## config.mk

```make
export PLATFORM = sky130hd
export DESIGN_NAME = serport
export DESIGN_NICKNAME = d
export VERILOG_FILES = /design/src/rtl/serport_pkg.sv /design/src/rtl/serport_fifo.sv /design/src/rtl/serport_tx.sv /design/src/rtl/serport_rx.sv /design/src/rtl/serport.sv
export SDC_FILE = /design/constraint.sdc
export NUM_CORES = 1
export LEC_CHECK = 0
export ABC_AREA = 1
export BUFFER_PORTS_ARGS = -buffer_cell sky130_fd_sc_hd__buf_4
export CAP_MARGIN = 20
export CELL_PAD_IN_SITES_DETAIL_PLACEMENT = 0
export CELL_PAD_IN_SITES_GLOBAL_PLACEMENT = 1
export CORE_MARGIN = 2
export CORE_UTILIZATION = 53
export CTS_CLUSTER_DIAMETER = 100
export DETAILED_ROUTE_END_ITERATION = 6
export GPL_TIMING_DRIVEN = 0
export HOLD_SLACK_MARGIN = 0.03
export PLACE_DENSITY_LB_ADDON = 0.3
export SETUP_SLACK_MARGIN = 0.02
export SLEW_MARGIN = 20
export SYNTH_ARGS = -nofsm -noshare
export SYNTH_HDL_FRONTEND = slang
export SYNTH_SLANG_ARGS = --single-unit
```

## constraint.sdc

```tcl
create_clock -name clk -period 5.45 [get_ports clk]
set_clock_uncertainty 0.15 [all_clocks]
set_input_delay 1.09 -clock clk [delete_from_list [all_inputs] [get_ports clk]]
set_output_delay 1.09 -clock clk [all_outputs]
set_load 0.02 [all_outputs]
```

## src/rtl/serport_pkg.sv

```systemverilog
package serport_pkg;

  localparam logic [2:0] ADR_FMT   = 3'd0;
  localparam logic [2:0] ADR_DIVH  = 3'd1;
  localparam logic [2:0] ADR_DIVL  = 3'd2;
  localparam logic [2:0] ADR_CTL   = 3'd3;
  localparam logic [2:0] ADR_DATA  = 3'd4;
  localparam logic [2:0] ADR_CAUSE = 3'd5;
  localparam logic [2:0] ADR_STAT  = 3'd6;

  localparam int CTL_RXON = 0;
  localparam int CTL_TXON = 1;
  localparam int CTL_BRK  = 2;
  localparam int CTL_RXIE = 3;
  localparam int CTL_TXIE = 4;
  localparam int CTL_LOOP = 5;

  typedef struct packed {
    logic stop2;
    logic par_even;
    logic par_en;
    logic len8;
  } frame_cfg_t;

  typedef enum logic [2:0] {
    RX_IDLE, RX_START, RX_DATA, RX_PAR, RX_STOP
  } rx_state_t;

  function automatic logic [3:0] data_bits(frame_cfg_t c);
    return c.len8 ? 4'd8 : 4'd7;
  endfunction

  function automatic logic [3:0] frame_bits(frame_cfg_t c);
    return 4'd2 + data_bits(c) + {3'd0, c.par_en} + {3'd0, c.stop2};
  endfunction

  function automatic logic par_bit(frame_cfg_t c, logic [7:0] d);
    logic ones;
    ones = c.len8 ? ^d : ^d[6:0];
    return c.par_even ? ones : ~ones;
  endfunction

  function automatic logic [11:0] build_frame(frame_cfg_t c, logic [7:0] d);
    logic [11:0] f;
    f = '1;
    f[0] = 1'b0;
    for (int i = 0; i < 8; i++)
      if (i < 7 || c.len8) f[i+1] = d[i];
    if (c.par_en) begin
      if (c.len8) f[9] = par_bit(c, d);
      else        f[8] = par_bit(c, d);
    end
    return f;
  endfunction

  function automatic logic [15:0] idle_limit(frame_cfg_t c);
    return 16'(frame_bits(c)) * 16'd48;
  endfunction

endpackage

```

## src/rtl/serport_fifo.sv

```systemverilog
module serport_fifo #(
  parameter int W = 8,
  parameter int D = 8
) (
  input  logic                   clk,
  input  logic                   rst_n,
  input  logic                   push,
  input  logic [W-1:0]           wdata,
  input  logic                   pop,
  output logic [W-1:0]           rdata,
  output logic [$clog2(D+1)-1:0] count,
  output logic                   full,
  output logic                   empty
);
  localparam int AW = (D > 1) ? $clog2(D) : 1;
  localparam int CW = $clog2(D+1);

  logic [W-1:0]  mem [D];
  logic [AW-1:0] wp, rp;

  function automatic logic [AW-1:0] nxt(logic [AW-1:0] p);
    return (p == AW'(D-1)) ? '0 : p + 1'b1;
  endfunction

  assign empty = (count == '0);
  assign full  = (count == CW'(D));
  assign rdata = mem[rp];

  always_ff @(posedge clk) begin
    if (push) mem[wp] <= wdata;
  end

  always_ff @(posedge clk or negedge rst_n) begin
    if (!rst_n) begin
      wp <= '0;
      rp <= '0;
      count <= '0;
    end else begin
      if (push) wp <= nxt(wp);
      if (pop)  rp <= nxt(rp);
      case ({push, pop})
        2'b10:   count <= count + 1'b1;
        2'b01:   count <= count - 1'b1;
        default: count <= count;
      endcase
    end
  end

  // the receiver must drop rather than push into a full queue
  p_no_overflow_r7: assert property (@(posedge clk) disable iff (!rst_n)
    !(push && full));
  // pops only happen while the status shows data
  p_no_underflow_r8: assert property (@(posedge clk) disable iff (!rst_n)
    !(pop && empty));

endmodule

```

## src/rtl/serport_tx.sv

```systemverilog
module serport_tx
  import serport_pkg::*;
(
  input  logic       clk,
  input  logic       rst_n,
  input  logic       tick,
  input  logic       en,
  input  frame_cfg_t cfg,
  input  logic       fifo_empty,
  input  logic [7:0] fifo_data,
  output logic       fifo_pop,
  output logic       line,
  output logic       busy
);
  logic [11:0] shreg;
  logic [3:0]  bits_left;
  logic [3:0]  os;

  assign fifo_pop = !busy && en && !fifo_empty;
  assign line     = busy ? shreg[0] : 1'b1;

  always_ff @(posedge clk or negedge rst_n) begin
    if (!rst_n) begin
      busy      <= 1'b0;
      shreg     <= '1;
      bits_left <= '0;
      os        <= '0;
    end else if (busy) begin
      if (tick) begin
        if (os == 4'd15) begin
          os    <= '0;
          shreg <= {1'b1, shreg[11:1]};
          bits_left <= bits_left - 1'b1;
          if (bits_left == 4'd1) busy <= 1'b0;
        end else begin
          os <= os + 1'b1;
        end
      end
    end else if (fifo_pop) begin
      busy      <= 1'b1;
      shreg     <= build_frame(cfg, fifo_data);
      bits_left <= frame_bits(cfg);
      os        <= '0;
    end
  end

  // every frame opens with a low start bit
  p_start_low_r2: assert property (@(posedge clk) disable iff (!rst_n)
    $rose(busy) |-> (line == 1'b0));

endmodule

```

## src/rtl/serport_rx.sv

```systemverilog
module serport_rx
  import serport_pkg::*;
(
  input  logic        clk,
  input  logic        rst_n,
  input  logic        tick,
  input  logic        en,
  input  frame_cfg_t  cfg,
  input  logic        rx_in,
  input  logic        fifo_full,
  output logic        push,
  output logic [10:0] push_word,
  output logic        start_seen
);
  rx_state_t  st;
  logic [1:0] sync;
  logic [3:0] os, idx;
  logic [7:0] dat;
  logic       pbit, ovr_pend;
  logic       rx_s, done, perr;

  assign rx_s       = sync[1];
  assign done       = (st == RX_STOP) && tick && (os == 4'd15);
  assign push       = done && !fifo_full;
  assign perr       = cfg.par_en && (par_bit(cfg, dat) != pbit);
  assign push_word  = {ovr_pend, !rx_s, perr, dat};
  assign start_seen = en && (st == RX_IDLE) && tick && !rx_s;

  always_ff @(posedge clk or negedge rst_n) begin
    if (!rst_n) sync <= 2'b11;
    else        sync <= {sync[0], rx_in};
  end

  always_ff @(posedge clk or negedge rst_n) begin
    if (!rst_n) begin
      st <= RX_IDLE;
      os <= '0;
      idx <= '0;
      dat <= '0;
      pbit <= 1'b0;
      ovr_pend <= 1'b0;
    end else if (!en) begin
      st <= RX_IDLE;
    end else if (tick) begin
      case (st)
        RX_IDLE: if (!rx_s) begin
          st <= RX_START;
          os <= '0;
          dat <= '0;
        end
        RX_START: if (os == 4'd7) begin
          os  <= '0;
          idx <= '0;
          st  <= rx_s ? RX_IDLE : RX_DATA;
        end else os <= os + 1'b1;
        RX_DATA: if (os == 4'd15) begin
          os <= '0;
          dat[idx[2:0]] <= rx_s;
          idx <= idx + 1'b1;
          if (idx == data_bits(cfg) - 4'd1)
            st <= cfg.par_en ? RX_PAR : RX_STOP;
        end else os <= os + 1'b1;
        RX_PAR: if (os == 4'd15) begin
          os <= '0;
          pbit <= rx_s;
          st <= RX_STOP;
        end else os <= os + 1'b1;
        RX_STOP: if (os == 4'd15) begin
          os <= '0;
          st <= RX_IDLE;
          ovr_pend <= fifo_full;
        end else os <= os + 1'b1;
        default: st <= RX_IDLE;
      endcase
    end
  end

  // a disabled receiver never stores a character
  p_rx_off_r3: assert property (@(posedge clk) disable iff (!rst_n)
    !en |-> !push);

endmodule

```

## src/rtl/serport.sv

```systemverilog
module serport
  import serport_pkg::*;
#(
  parameter int TX_DEPTH = 8,
  parameter int RX_DEPTH = 12,
  parameter int DIV_W    = 12
) (
  input  logic        clk,
  input  logic        rst_n,
  input  logic [2:0]  bus_addr,
  input  logic        bus_wr,
  input  logic        bus_rd,
  input  logic [15:0] bus_wdata,
  output logic [15:0] bus_rdata,
  input  logic        rxd,
  output logic        txd,
  output logic        irq
);
  localparam int TX_HALF = TX_DEPTH / 2;
  localparam int RX_LO   = RX_DEPTH / 3;
  localparam int RX_HI   = (2 * RX_DEPTH) / 3;
  localparam int TCW     = $clog2(TX_DEPTH + 1);
  localparam int RCW     = $clog2(RX_DEPTH + 1);

  frame_cfg_t       fmt_q;
  logic [3:0]       divh_q;
  logic [7:0]       divl_q;
  logic [5:0]       ctl_q;
  logic [2:0]       cause_q;
  logic [DIV_W-1:0] div, tick_cnt;
  logic             tick;

  logic             tx_push, tx_pop, tx_full, tx_empty, tx_busy, tx_line;
  logic [7:0]       tx_head;
  logic [TCW-1:0]   tx_cnt;
  logic             rx_push, rx_pop, rx_full, rx_empty, rx_start, rx_in;
  logic [10:0]      rx_word, rx_head;
  logic [RCW-1:0]   rx_cnt;
  logic [15:0]      idle_cnt;
  logic             cond_tx, cond_win, cond_idle;
  logic [2:0]       cause_set, cause_clr;

  assign div  = DIV_W'({divh_q, divl_q});
  assign tick = (tick_cnt >= div);

  always_ff @(posedge clk or negedge rst_n) begin
    if (!rst_n)    tick_cnt <= '0;
    else if (tick) tick_cnt <= '0;
    else           tick_cnt <= tick_cnt + 1'b1;
  end

  always_ff @(posedge clk or negedge rst_n) begin
    if (!rst_n) begin
      fmt_q  <= '0;
      divh_q <= '0;
      divl_q <= '0;
      ctl_q  <= '0;
    end else if (bus_wr) begin
      case (bus_addr)
        ADR_FMT:  fmt_q  <= frame_cfg_t'(bus_wdata[3:0]);
        ADR_DIVH: divh_q <= bus_wdata[3:0];
        ADR_DIVL: divl_q <= bus_wdata[7:0];
        ADR_CTL:  ctl_q  <= bus_wdata[5:0];
        default:  ;
      endcase
    end
  end

  assign tx_push = bus_wr && (bus_addr == ADR_DATA) && !tx_full;
  assign rx_pop  = bus_rd && (bus_addr == ADR_DATA) && !rx_empty;

  serport_fifo #(.W(8), .D(TX_DEPTH)) u_txq (
    .clk(clk), .rst_n(rst_n), .push(tx_push), .wdata(bus_wdata[7:0]),
    .pop(tx_pop), .rdata(tx_head), .count(tx_cnt), .full(tx_full),
    .empty(tx_empty));

  serport_fifo #(.W(11), .D(RX_DEPTH)) u_rxq (
    .clk(clk), .rst_n(rst_n), .push(rx_push), .wdata(rx_word),
    .pop(rx_pop), .rdata(rx_head), .count(rx_cnt), .full(rx_full),
    .empty(rx_empty));

  serport_tx u_tx (
    .clk(clk), .rst_n(rst_n), .tick(tick), .en(ctl_q[CTL_TXON]),
    .cfg(fmt_q), .fifo_empty(tx_empty), .fifo_data(tx_head),
    .fifo_pop(tx_pop), .line(tx_line), .busy(tx_busy));

  assign rx_in = ctl_q[CTL_LOOP] ? tx_line : rxd;

  serport_rx u_rx (
    .clk(clk), .rst_n(rst_n), .tick(tick), .en(ctl_q[CTL_RXON]),
    .cfg(fmt_q), .rx_in(rx_in), .fifo_full(rx_full), .push(rx_push),
    .push_word(rx_word), .start_seen(rx_start));

  assign txd = ctl_q[CTL_BRK] ? 1'b0 : (ctl_q[CTL_LOOP] ? 1'b1 : tx_line);

  // quiet-line timer, counted in rate ticks since the last start bit
  always_ff @(posedge clk or negedge rst_n) begin
    if (!rst_n)                    idle_cnt <= '0;
    else if (rx_empty || rx_start) idle_cnt <= '0;
    else if (tick && idle_cnt != 16'hFFFF) idle_cnt <= idle_cnt + 1'b1;
  end

  assign cond_tx   = int'(tx_cnt) <= TX_HALF;
  assign cond_win  = (int'(rx_cnt) >= RX_LO) && (int'(rx_cnt) <= RX_HI);
  assign cond_idle = !rx_empty && (idle_cnt >= idle_limit(fmt_q));
  assign cause_set = {cond_idle, cond_win, cond_tx};
  assign cause_clr = (bus_wr && bus_addr == ADR_CAUSE) ? bus_wdata[2:0] : 3'b000;

  always_ff @(posedge clk or negedge rst_n) begin
    if (!rst_n) cause_q <= '0;
    else        cause_q <= (cause_q | cause_set) & ~cause_clr;
  end

  assign irq = (cause_q[0] & ctl_q[CTL_TXIE]) |
               ((cause_q[1] | cause_q[2]) & ctl_q[CTL_RXIE]);

  always_comb begin
    bus_rdata = '0;
    case (bus_addr)
      ADR_FMT:   bus_rdata[3:0]  = fmt_q;
      ADR_DIVH:  bus_rdata[3:0]  = divh_q;
      ADR_DIVL:  bus_rdata[7:0]  = divl_q;
      ADR_CTL:   bus_rdata[5:0]  = ctl_q;
      ADR_DATA:  bus_rdata[10:0] = rx_empty ? 11'd0 : rx_head;
      ADR_CAUSE: bus_rdata[2:0]  = cause_q;
      ADR_STAT:  bus_rdata[2:0]  = {!tx_full, !rx_empty, tx_busy};
      default:   bus_rdata = '0;
    endcase
  end

  // a write-one clear wins over a set in the same cycle
  p_cause_w1c_r9: assert property (@(posedge clk) disable iff (!rst_n)
    (bus_wr && bus_addr == ADR_CAUSE && bus_wdata[0]) |=> !cause_q[0]);
  // the window cause only rises from a count inside the window
  p_window_rise_r10: assert property (@(posedge clk) disable iff (!rst_n)
    $rose(cause_q[1]) |-> $past(int'(rx_cnt) >= RX_LO && int'(rx_cnt) <= RX_HI));
  // the idle cause only rises with data waiting
  p_idle_rise_r11: assert property (@(posedge clk) disable iff (!rst_n)
    $rose(cause_q[2]) |-> $past(!rx_empty));
  // loopback keeps the pin at mark unless break is forced
  p_loop_mark_r5: assert property (@(posedge clk) disable iff (!rst_n)
    (ctl_q[CTL_LOOP] && !ctl_q[CTL_BRK]) |-> txd);

endmodule

```

## Yosys cells after proc, flatten, opt, wreduce, memory -nomap -nowiden

Memories as Yosys holds them, arrays and structs flattened.
Index checks and enable logic that the tools add are counted.

| storage, ports and cells | value |
|---|---|
| word-level logic and storage cells | 230 |
| RAM bits | 196 |
| memories | 2 |
| input bits | 24 |
| register bits | 119 |

| operators by class | value |
|---|---|
| bitwise gates (word level) | 9 |
| equality and inequality tests | 39 |
| order comparisons | 7 |
| multiply operators | 1 |
| add/sub/neg operators | 18 |
| multiplexer cells | 74 |
| reductions and logical operators | 53 |

Memory list:

| memory | depth | bits a word | read ports | clocked after Yosys merged registers in | write ports | line | RTL |
|---|---|---|---|---|---|---|---|
| u_rxq.mem | 12 | 11 | 1 | 0 | 1 | serport_fifo.sv:18 | `logic [W-1:0] mem [D];` |
| u_txq.mem | 8 | 8 | 1 | 0 | 1 | serport_fifo.sv:18 |  |

Operator list:

| cell | count |
|---|---|
| two-way mux 4 bit | 16 |
| two-way mux 12 bit | 5 |
| two-way mux 3 bit | 13 |
| two-way mux 16 bit | 2 |
| adder 4 x 1 -> 4 bit, second input constant | 7 |
| equality test 4 bit, second input constant | 6 |
| one-hot mux 4 bit (2 select lines) | 3 |
| two-way mux 1 bit | 21 |
| one-hot mux 3 bit (7 select lines) | 1 |
| equality test 3 bit, second input constant | 6 |
| logical AND 1 bit | 18 |
| adder 16 x 1 -> 16 bit, second input constant | 1 |
| >= comparator 16 x 10 -> 1 bit | 1 |
| two-way mux 8 bit | 2 |
| inequality test 16 bit, second input constant | 1 |
| one-hot mux 8 bit (2 select lines) | 1 |
| parity 8 bit | 2 |
| subtractor 4 x 1 -> 4 bit, second input constant | 4 |
| one-hot mux 3 bit (5 select lines) | 1 |
| parity 7 bit | 2 |
| adder 12 x 1 -> 12 bit, second input constant | 1 |
| equality test 3 x 2 -> 1 bit, second input constant | 4 |
| >= comparator 12 bit | 1 |
| inequality test 3 x 2 -> 1 bit, second input constant | 4 |
| other kinds (45) | 78 |

## Longest topological paths before layout

Gate-level depths: netlist (run 1).

| logic depth | value |
|---|---|
| word-level depth | 9 |
| gate-level depth with buffers | 21 |
| gate-level depth less buffers | 19 |

## Modules after synthesis

A second synthesis (run 1) with hierarchy kept.

| unflattened totals | value |
|---|---|
| cells, all modules | 1630 |
| area, all modules | 15396.0 um2 |

By module, submodules not included:

| module | area each (um2) | instances | cells an instance |
|---|---|---|---|
| serport_fifo (u_rxq) | 6012.0 | 1 | 501 |
| serport | 3517.1 | 1 | 489 |
| serport_fifo (u_txq) | 3061.7 | 1 | 261 |
| serport_rx | 1564.0 | 1 | 226 |
| serport_tx | 1241.2 | 1 | 153 |

## Least setup slack after synthesis (run 1)

OpenSTA, ideal clock, no wires.

| timing path | value |
|---|---|
| path type | input-to-output |
| start | input bus_addr[0] |
| end | output bus_rdata[10] |
| path slack | 2038 ps |
| arrival time | 2172 ps |
| buffers on the path | 1 |
| required time | 4210 ps |
| cell stages on the path | 6 |
| path through | nor2_1 -> nand2_1 -> nor2_1 -> clkbuf_1 -> o21ai_0 -> a31oi_1 |

| on the way | value |
|---|---|
| word-level cells in the longest chain between the ends | 2 |

RTL lines:

| element | line | RTL |
|---|---|---|
| start: declaration | serport.sv:10 | `input logic [2:0] bus_addr,` |
| equality test 3 bit | serport.sv:119 | `case (bus_addr)` |
| two-way mux 3 bit | serport.sv:119 |  |
| end: declaration | serport.sv:14 | `output logic [15:0] bus_rdata,` |

Every way passes these cells.

## Worst setup path after layout (run 1)

| timing path | value |
|---|---|
| start | input bus_addr[0] |
| end | output bus_rdata[2] |

| on the way | value |
|---|---|
| word-level cells in the longest chain between the ends | 2 |
| elaborated cells between the ends (all ways) | 8 |
| classes of those cells | eq/ne (6); mux (1); reduce/logical (1) |

RTL lines:

| element | line |
|---|---|
| equality test 3 bit, or another cell as far along | serport.sv:119 |
| one-hot mux 3 bit (7 select lines) * | serport.sv:119 |

Every way passes the cells marked *; elsewhere a longest branch is shown, timed or not.

==> out/metrics.cfg, run 1 <==
[run_status]
status=finished clean

[cts]
numClockSinks=313
postCtsSetupRepairBufs=0
cts_max_path_buffers=3
cts_max_level=2
clkSlewWorstSetupHoldPaths_ps=60
clk-insertion-delay-late_ps=520
cts_hold_buffers=0
cts-resized-gates=0
cts.root.buffer_cell=sky130_fd_sc_hd__clkbuf_16
cts_made_buffers=34
tritoncts=yes

[die]
start_util_pct=53.7
floorplan.io_pins=42
fp.dieArea_mm2=0.0295
core_region_area_mm2=0.0278
number_of_rows_created_at_floorplan=61
die_w_um=172
dieHeight_um=172

[logic_synthesis]
synth_top_cells_by_area=sky130_fd_sc_hd__edfxtp_1 (39%), sky130_fd_sc_hd__dfrtp_1 (18%), sky130_fd_sc_hd__nand2_1 (7.4%)
synth.cell_area_mm2=0.0149
synth_edf_count=196
synth_top_area_share_pct=39.5
yosysTopAreaCell=sky130_fd_sc_hd__edfxtp_1
synthCells=1520
dominantRegCellSynth=sky130_fd_sc_hd__edfxtp_1
yosysSeqAreaShare_pct=59.2
syn_area_per_cell_um2=9.81
synth.yosys.warnings=0
postSynth.asyncResetShare_pct=37.4
number_of_distinct_library_cells_after_synthesis=54
synth-seq-cells=313

[timing]
rsz0062_at_grt=false
final_critical_path_setup_slack_ps=1180
slew_headroom_pct=39.0
drv_slew=0
setup-tns-final_ps=0
achievable-frequency_mhz=234
timing.final.crit_share_pct=78.4
final_hold_vios=0
final_count_of_negative_setup_slack_endpoints=0
worst-slew-pin-transition_ps=912
fin_crit_ps=4270

[power_and_ir_drop]
ir_worst_vdd_v=0.000300
pwr_per_cell_area_mw_per_mm2=408
lkg_pwr_nw=6.90

[route]
wl_met2_um=16600
num_vias=11000
uppermost_layer_routed=met4
routedLengthMet1_um=16700
routed_wire_length_per_instance_um=18.2
postRouteAntennaNets=0
drt-vias-per-instance=5.49
wl_met3_um=2350
route.final.wire_length_um=36400
dr.pass1.iters=5
first_iter_violations=861
drc=0

[cells_and_area]
most-common-layout-cells=sky130_fd_sc_hd__nand2_1 (296), sky130_fd_sc_hd__edfxtp_1 (196), sky130_fd_sc_hd__inv_1 (174), sky130_fd_sc_hd__nor2_1 (147), sky130_fd_sc_hd__o21ai_0 (145)
mostFrequentLayoutCell=sky130_fd_sc_hd__nand2_1
areaGrowthSynthToFinish_pct=13.6
finish.net_count=1671
fillerInstances=2350
drive_above_1_share_pct=10.6
diodes=0

[critical_path]
setup.worst_path.end_class=primary output
cp.required_ps=4210
cp_cell_sequence=buf_4 -> nor2_1 -> nand2_1 -> nor2_1 -> clkbuf_1 -> o221ai_1 -> o2111ai_1 -> buf_4
crit_type=in2out
timing.critical_path.from_type=input pin
worstPathBufferInverterCount=3
worst_path_largest_cell_delay_ps=520
critical-path-slowest-cell=sky130_fd_sc_hd__clkbuf_1
path_max_fanout=10
critPathArrivalTime_ps=3030
dominant_delay_contributor_by_cell_family_on_the_critical_path=buffers and inverters

[global_routing]
grt_max_degree=76
number_of_global_route_vias_before_repair=10400
track_usage_pct=25.5
global_route.overflow_total=0
global_route_wire_length_before_repair_um=57200
grt_antenna_before_repair=0

[flow_run]
max-cap-violations=0

[placed_design]
pre_cts_ws_ps=1240
dpl.hpwl_um=25200
globalplace.congestion=0.934
port_buffers=28

[hold_path]
type_of_the_tightest_min_delay_check=reg2reg

## area by class of cell
type	count	area (um^2)	share of cell area, %
Sequential cell	313	8830	52.1
Multi-Input combinational cell	968	5160	30.5
Clock buffer	46	957	5.65
Inverter	183	697	4.11
Tap cell	378	473	2.79
Timing Repair Buffer	41	339	2.00
Buffer	60	329	1.94
Clock inverter	15	154	0.909
## worst register-to-register path, stage by stage, from the launching register on
cell                       delay [ps]
sky130_fd_sc_hd__dfrtp_1          360
sky130_fd_sc_hd__inv_1            160
sky130_fd_sc_hd__ha_1             280
sky130_fd_sc_hd__a21oi_1          130
sky130_fd_sc_hd__o21ai_0           90
sky130_fd_sc_hd__a21oi_1          160
sky130_fd_sc_hd__nand3_2          200
sky130_fd_sc_hd__buf_4            260
sky130_fd_sc_hd__nand3_1          180
sky130_fd_sc_hd__buf_2            330
sky130_fd_sc_hd__ha_1             270
sky130_fd_sc_hd__nor2_1            60
sky130_fd_sc_hd__nor2_1           140
sky130_fd_sc_hd__nand3_1          110
sky130_fd_sc_hd__o31ai_1           90
sky130_fd_sc_hd__o211ai_1         160
sky130_fd_sc_hd__xor2_1           170
## metal layers
layer  global-route usage, %  up-vias
met5                       0        -
met2                    39.9      355
met4                    7.23        0
li1                        -     5312
met3                    4.35       57
met1                    37.0     5284
## synthesized netlist by cell type (12+ instances only)
cell and instances:
sky130_fd_sc_hd__nand2_1 296, sky130_fd_sc_hd__edfxtp_1 196, sky130_fd_sc_hd__inv_1 174, sky130_fd_sc_hd__nor2_1 149, sky130_fd_sc_hd__o21ai_0 145, sky130_fd_sc_hd__dfrtp_1 105, sky130_fd_sc_hd__nand3_1 97, sky130_fd_sc_hd__a21oi_1 42
sky130_fd_sc_hd__ha_1 42, sky130_fd_sc_hd__nor3_1 34, sky130_fd_sc_hd__clkbuf_1 27, sky130_fd_sc_hd__o22ai_1 25, sky130_fd_sc_hd__xor2_1 22, sky130_fd_sc_hd__buf_2 14, sky130_fd_sc_hd__dfstp_2 12
## cell families after synthesis
family / synth area share (%)
AND/OR/NAND/NOR: 17.1
flip-flops: 59.2
AO/OA/AOI/OAI: 10.6
buffers and inverters: 6.88
adder cells (fa/ha/maj): 4.06
XOR/XNOR: 1.94
multiplexers: 0.143
other: 0.0251
## path summary, 6_finish.rpt
kind | startpoint | to | slack [ps] | depth (start not counted)
worst min-delay path | u_rx.sync[0]$_DFF_PN1_ | u_rx.sync[1]$_DFF_PN1_ | 210 | 0
max in group asynchronous | rst_n | u_rx.sync[0]$_DFF_PN1_ | 4040 | 2
min in group asynchronous | rst_n | idle_cnt[9]$_DFFE_PN0P_ | 340 | 1
worst max-delay path | bus_addr[0] | bus_rdata[2] | 1180 | 8
worst min register to register | u_rx.sync[0]$_DFF_PN1_ | u_rx.sync[1]$_DFF_PN1_ | 210 | 0
worst max register to register | divl_q[7]$_DFFE_PN0P_ | u_rxq.count[3]$_DFFE_PN0P_ | 2040 | 16
## stage by stage
step	hold slack, ps	util (%)	power [mW]	cells	area (um^2)
after floorplan	195	-	4.04	1524	14900
after global placement	198	56.2	4.58	1930	15600
after detailed placement	203	56.9	4.64	1943	15800
after CTS	213	60.9	6.93	2004	16900
after global routing	216	61.0	7.29	2004	16900
final	211	61.0	6.91	2004	16900
## flip-flops by register name, indices dropped and copies added (netlist names), 6 cells and up
signal,count
idle_cnt,16
divl_q,8
u_txq.mem,64
ctl_q,6
u_rx.dat,8
tick_cnt,12
u_rxq.mem,132
u_tx.shreg,10
## report_power, final
group          internal, mW  switching (mW)  leakage (nW)  total, mW
combinational         0.561            1.20          3.34       1.76
clock                  1.38           0.920         0.541       2.30
sequential             2.70           0.160          3.02       2.86
No activity file was read; power rests on OpenSTA's default activity.
==> run 2, diff against run 1 <==
Settings changed: CORE_UTILIZATION 53 to 45.
Clock period 5.45 ns to 3.6 ns, I/O delays scaled along.
==> run 2 against run 1 <==
Net effect: register-to-register slack lost 1800 ps; sequential share of layout area shrank 0.34 points; critical endpoint is now bus_rdata[0]; count of clock-buffer cells in the layout grew 1; largest power group unchanged; critical path type is now reg2out; core utilization down 8.7 points; die area increased by 17%.
==> out/metrics.cfg, run 2 (synthesis results as in run 1) <==
[run_status]
status=finished clean  ; unchanged

[critical_path]
r2r_setup_slack_ps=290  ; was 2040 ps
cp.required_ps=2730  ; was 4210 ps
setup.worst_path.end_class=primary output  ; unchanged
crit_type=reg2out  ; was in2out
critPathArrivalTime_ps=2640  ; was 3030 ps
timing.critical_path.from_type=register  ; was input pin
path_max_fanout=10  ; unchanged

[cts]
clkSlewWorstSetupHoldPaths_ps=60  ; about the same
tritoncts=yes  ; unchanged
cts.root.buffer_cell=sky130_fd_sc_hd__clkbuf_16  ; unchanged
cts_max_path_buffers=3  ; unchanged
cts_max_level=2  ; unchanged
clk-insertion-delay-late_ps=520  ; about the same
numClockSinks=313  ; unchanged
cts_made_buffers=35  ; was 34

[die]
number_of_rows_created_at_floorplan=66  ; was 61
floorplan.io_pins=42  ; unchanged
core_region_area_mm2=0.0326  ; was 0.0278 mm^2
start_util_pct=45.7  ; was 53.7%
dieHeight_um=186  ; was 172 um
die_w_um=186  ; was 172 um
fp.dieArea_mm2=0.0346  ; was 0.0295 mm^2

[global_routing]
grt_most_used_layer=met2  ; unchanged
grt_max_degree=70  ; was 76
number_of_global_route_vias_before_repair=10500  ; was 10,400
met2_usage_pct=34.3  ; was 39.9%
global_route.usage.met3_pct=3.17  ; was 4.35%
grt_util_met1_pct=33.1  ; was 37.0%
global_route.overflow_total=0  ; unchanged
track_usage_pct=22.3  ; was 25.5%
global_route_wire_length_before_repair_um=58800  ; was 57,200 um
grt_antenna_before_repair=0  ; unchanged

[placed_design]
dpl.hpwl_um=26400  ; was 25,200 um
port_buffers=28  ; unchanged
post-place-cells=2008  ; was 1,943
pre_cts_ws_ps=67.8  ; was 1240 ps
globalplace.congestion=0.837  ; was 0.934

[timing]
achievable-frequency_mhz=285
fin_crit_ps=3510
fin_worst_hold_slack_ps=242  ; was 211 ps
drv_slew=0  ; unchanged
setup-tns-final_ps=0  ; unchanged
slew_headroom_pct=27.5  ; was 39.0%
final_hold_vios=0  ; unchanged
final_count_of_negative_setup_slack_endpoints=0  ; unchanged
worst-slew-pin-transition_ps=1080  ; was 912 ps
rsz0062_at_grt=false  ; unchanged
timing.final.crit_share_pct=97.6
final_critical_path_setup_slack_ps=87.7  ; was 1180 ps

[cells_and_area]
areaGrowthSynthToFinish_pct=14.3  ; was 13.6%
mostFrequentLayoutCell=sky130_fd_sc_hd__nand2_1  ; unchanged
finish.net_count=1673  ; was 1,671
reg_top3=u_rxq.mem: 132 flops, u_txq.mem: 64 flops, idle_cnt: 16 flops  ; unchanged
finalCoreUtilization_pct=52.3  ; was 61.0%
largest_register_ff_count=132  ; unchanged
layoutNonFillerInstCount=2070  ; was 2,004
max_flop_register=u_rxq.mem  ; unchanged
drive_above_1_share_pct=11.5  ; was 10.6%
fillerInstances=2978  ; was 2,350
most-common-layout-cells=sky130_fd_sc_hd__nand2_1 (296), sky130_fd_sc_hd__edfxtp_1 (196), sky130_fd_sc_hd__inv_1 (174), sky130_fd_sc_hd__nor2_1 (147), sky130_fd_sc_hd__o21ai_0 (145)  ; unchanged
diodes=0  ; unchanged

[route]
first_iter_violations=947  ; was 861
drc=0  ; unchanged
drt-vias-per-instance=5.27  ; was 5.49
routed_wire_length_per_instance_um=18.0  ; was 18.2 um
postRouteAntennaNets=0  ; unchanged
num_vias=10900  ; was 11,000
dr.pass1.iters=5  ; unchanged
route.final.wire_length_um=37300  ; was 36,400 um

[power_and_ir_drop]
lkg_pwr_nw=6.95  ; was 6.90 nW
pwr_per_cell_area_mw_per_mm2=612  ; was 408 mW/mm^2
ir_worst_vdd_v=0.000560  ; was 0.000300 V

[flow_run]
max-cap-violations=0  ; unchanged

[hold_path]
type_of_the_tightest_min_delay_check=reg2reg  ; unchanged

-- run 2: cell type report --
type / count / area (um^2) / share of cell area [%]
buffer: 59 / 345 / 2.03
timing repair buffer: 43 / 360 / 2.11
inverter: 183 / 699 / 4.10
sequential: 313 / 8830 / 51.8
multi-input combinational: 968 / 5160 / 30.3
clock inverter: 15 / 135 / 0.793
clock buffer: 47 / 962 / 5.64
tap: 442 / 553 / 3.24
-- run 2: repair_timing --
| item | in CTS | in global routing |
|---|---|---|
| setup endpoints to repair | 11 | 10 |
| hold buffers | 1 | 0 |
| setup buffers | 0 | 0 |
| endpoints found under the hold margin | 48 | 0 |
| pin swaps | 2 | 2 |
| resized for setup | 11 | 14 |
-- run 2: per-layer routing --
metal | wire [um] | share of wire [%] | vias to the layer above
li1 | - | - | 5328
met5 | 0 | 0 | -
met2 | 16500 | 44 | 281
met4 | 739 | 2.0 | 0
met1 | 18100 | 48 | 5245
met3 | 1980 | 5.3 | 52
-- run 2: where the power goes --
group / switching (mW) / internal [mW] / total, mW / leakage, nW
registers: 0.253 / 4.09 / 4.34 / 3.02
logic: 1.81 / 0.868 / 2.68 / 3.40
clock network: 1.40 / 2.02 / 3.42 / 0.534
-- run 2: worst max-delay path: stages (launching register included) --
cell and delay (ps):
sky130_fd_sc_hd__dfrtp_2 440, sky130_fd_sc_hd__buf_2 200, sky130_fd_sc_hd__clkbuf_2 270, sky130_fd_sc_hd__o21ai_0 220, sky130_fd_sc_hd__o22ai_1 100, sky130_fd_sc_hd__o211ai_1 390
sky130_fd_sc_hd__nand3_1 260, sky130_fd_sc_hd__buf_4 230
-- run 2: path summary, 6_finish.rpt --
| path | start | to | depth (start not counted) |
|---|---|---|---|
| worst min register to register | u_rx.sync[0]$_DFF_PN1_ | u_rx.sync[1]$_DFF_PN1_ | 0 |
| worst min-delay path | u_rx.sync[0]$_DFF_PN1_ | u_rx.sync[1]$_DFF_PN1_ | 0 |
| worst max register to register | divl_q[5]$_DFFE_PN0P_ | u_rxq.count[2]$_DFFE_PN0P_ | 17 |
| min in group asynchronous | rst_n | idle_cnt[12]$_DFFE_PN0P_ | 2 |
| max in group asynchronous | rst_n | u_rx.sync[1]$_DFF_PN1_ | 3 |
| worst max-delay path | u_rxq.rp[0]$_DFFE_PN0P_ | bus_rdata[0] | 7 |
-- run 2: stage by stage --
stage	area, um^2	total power, mW
after floorplan	14900	6.12
after global routing	17000	11.0
after global placement	15700	6.98
after CTS	17000	10.5
final	17000	10.4
after detailed placement	15900	7.04
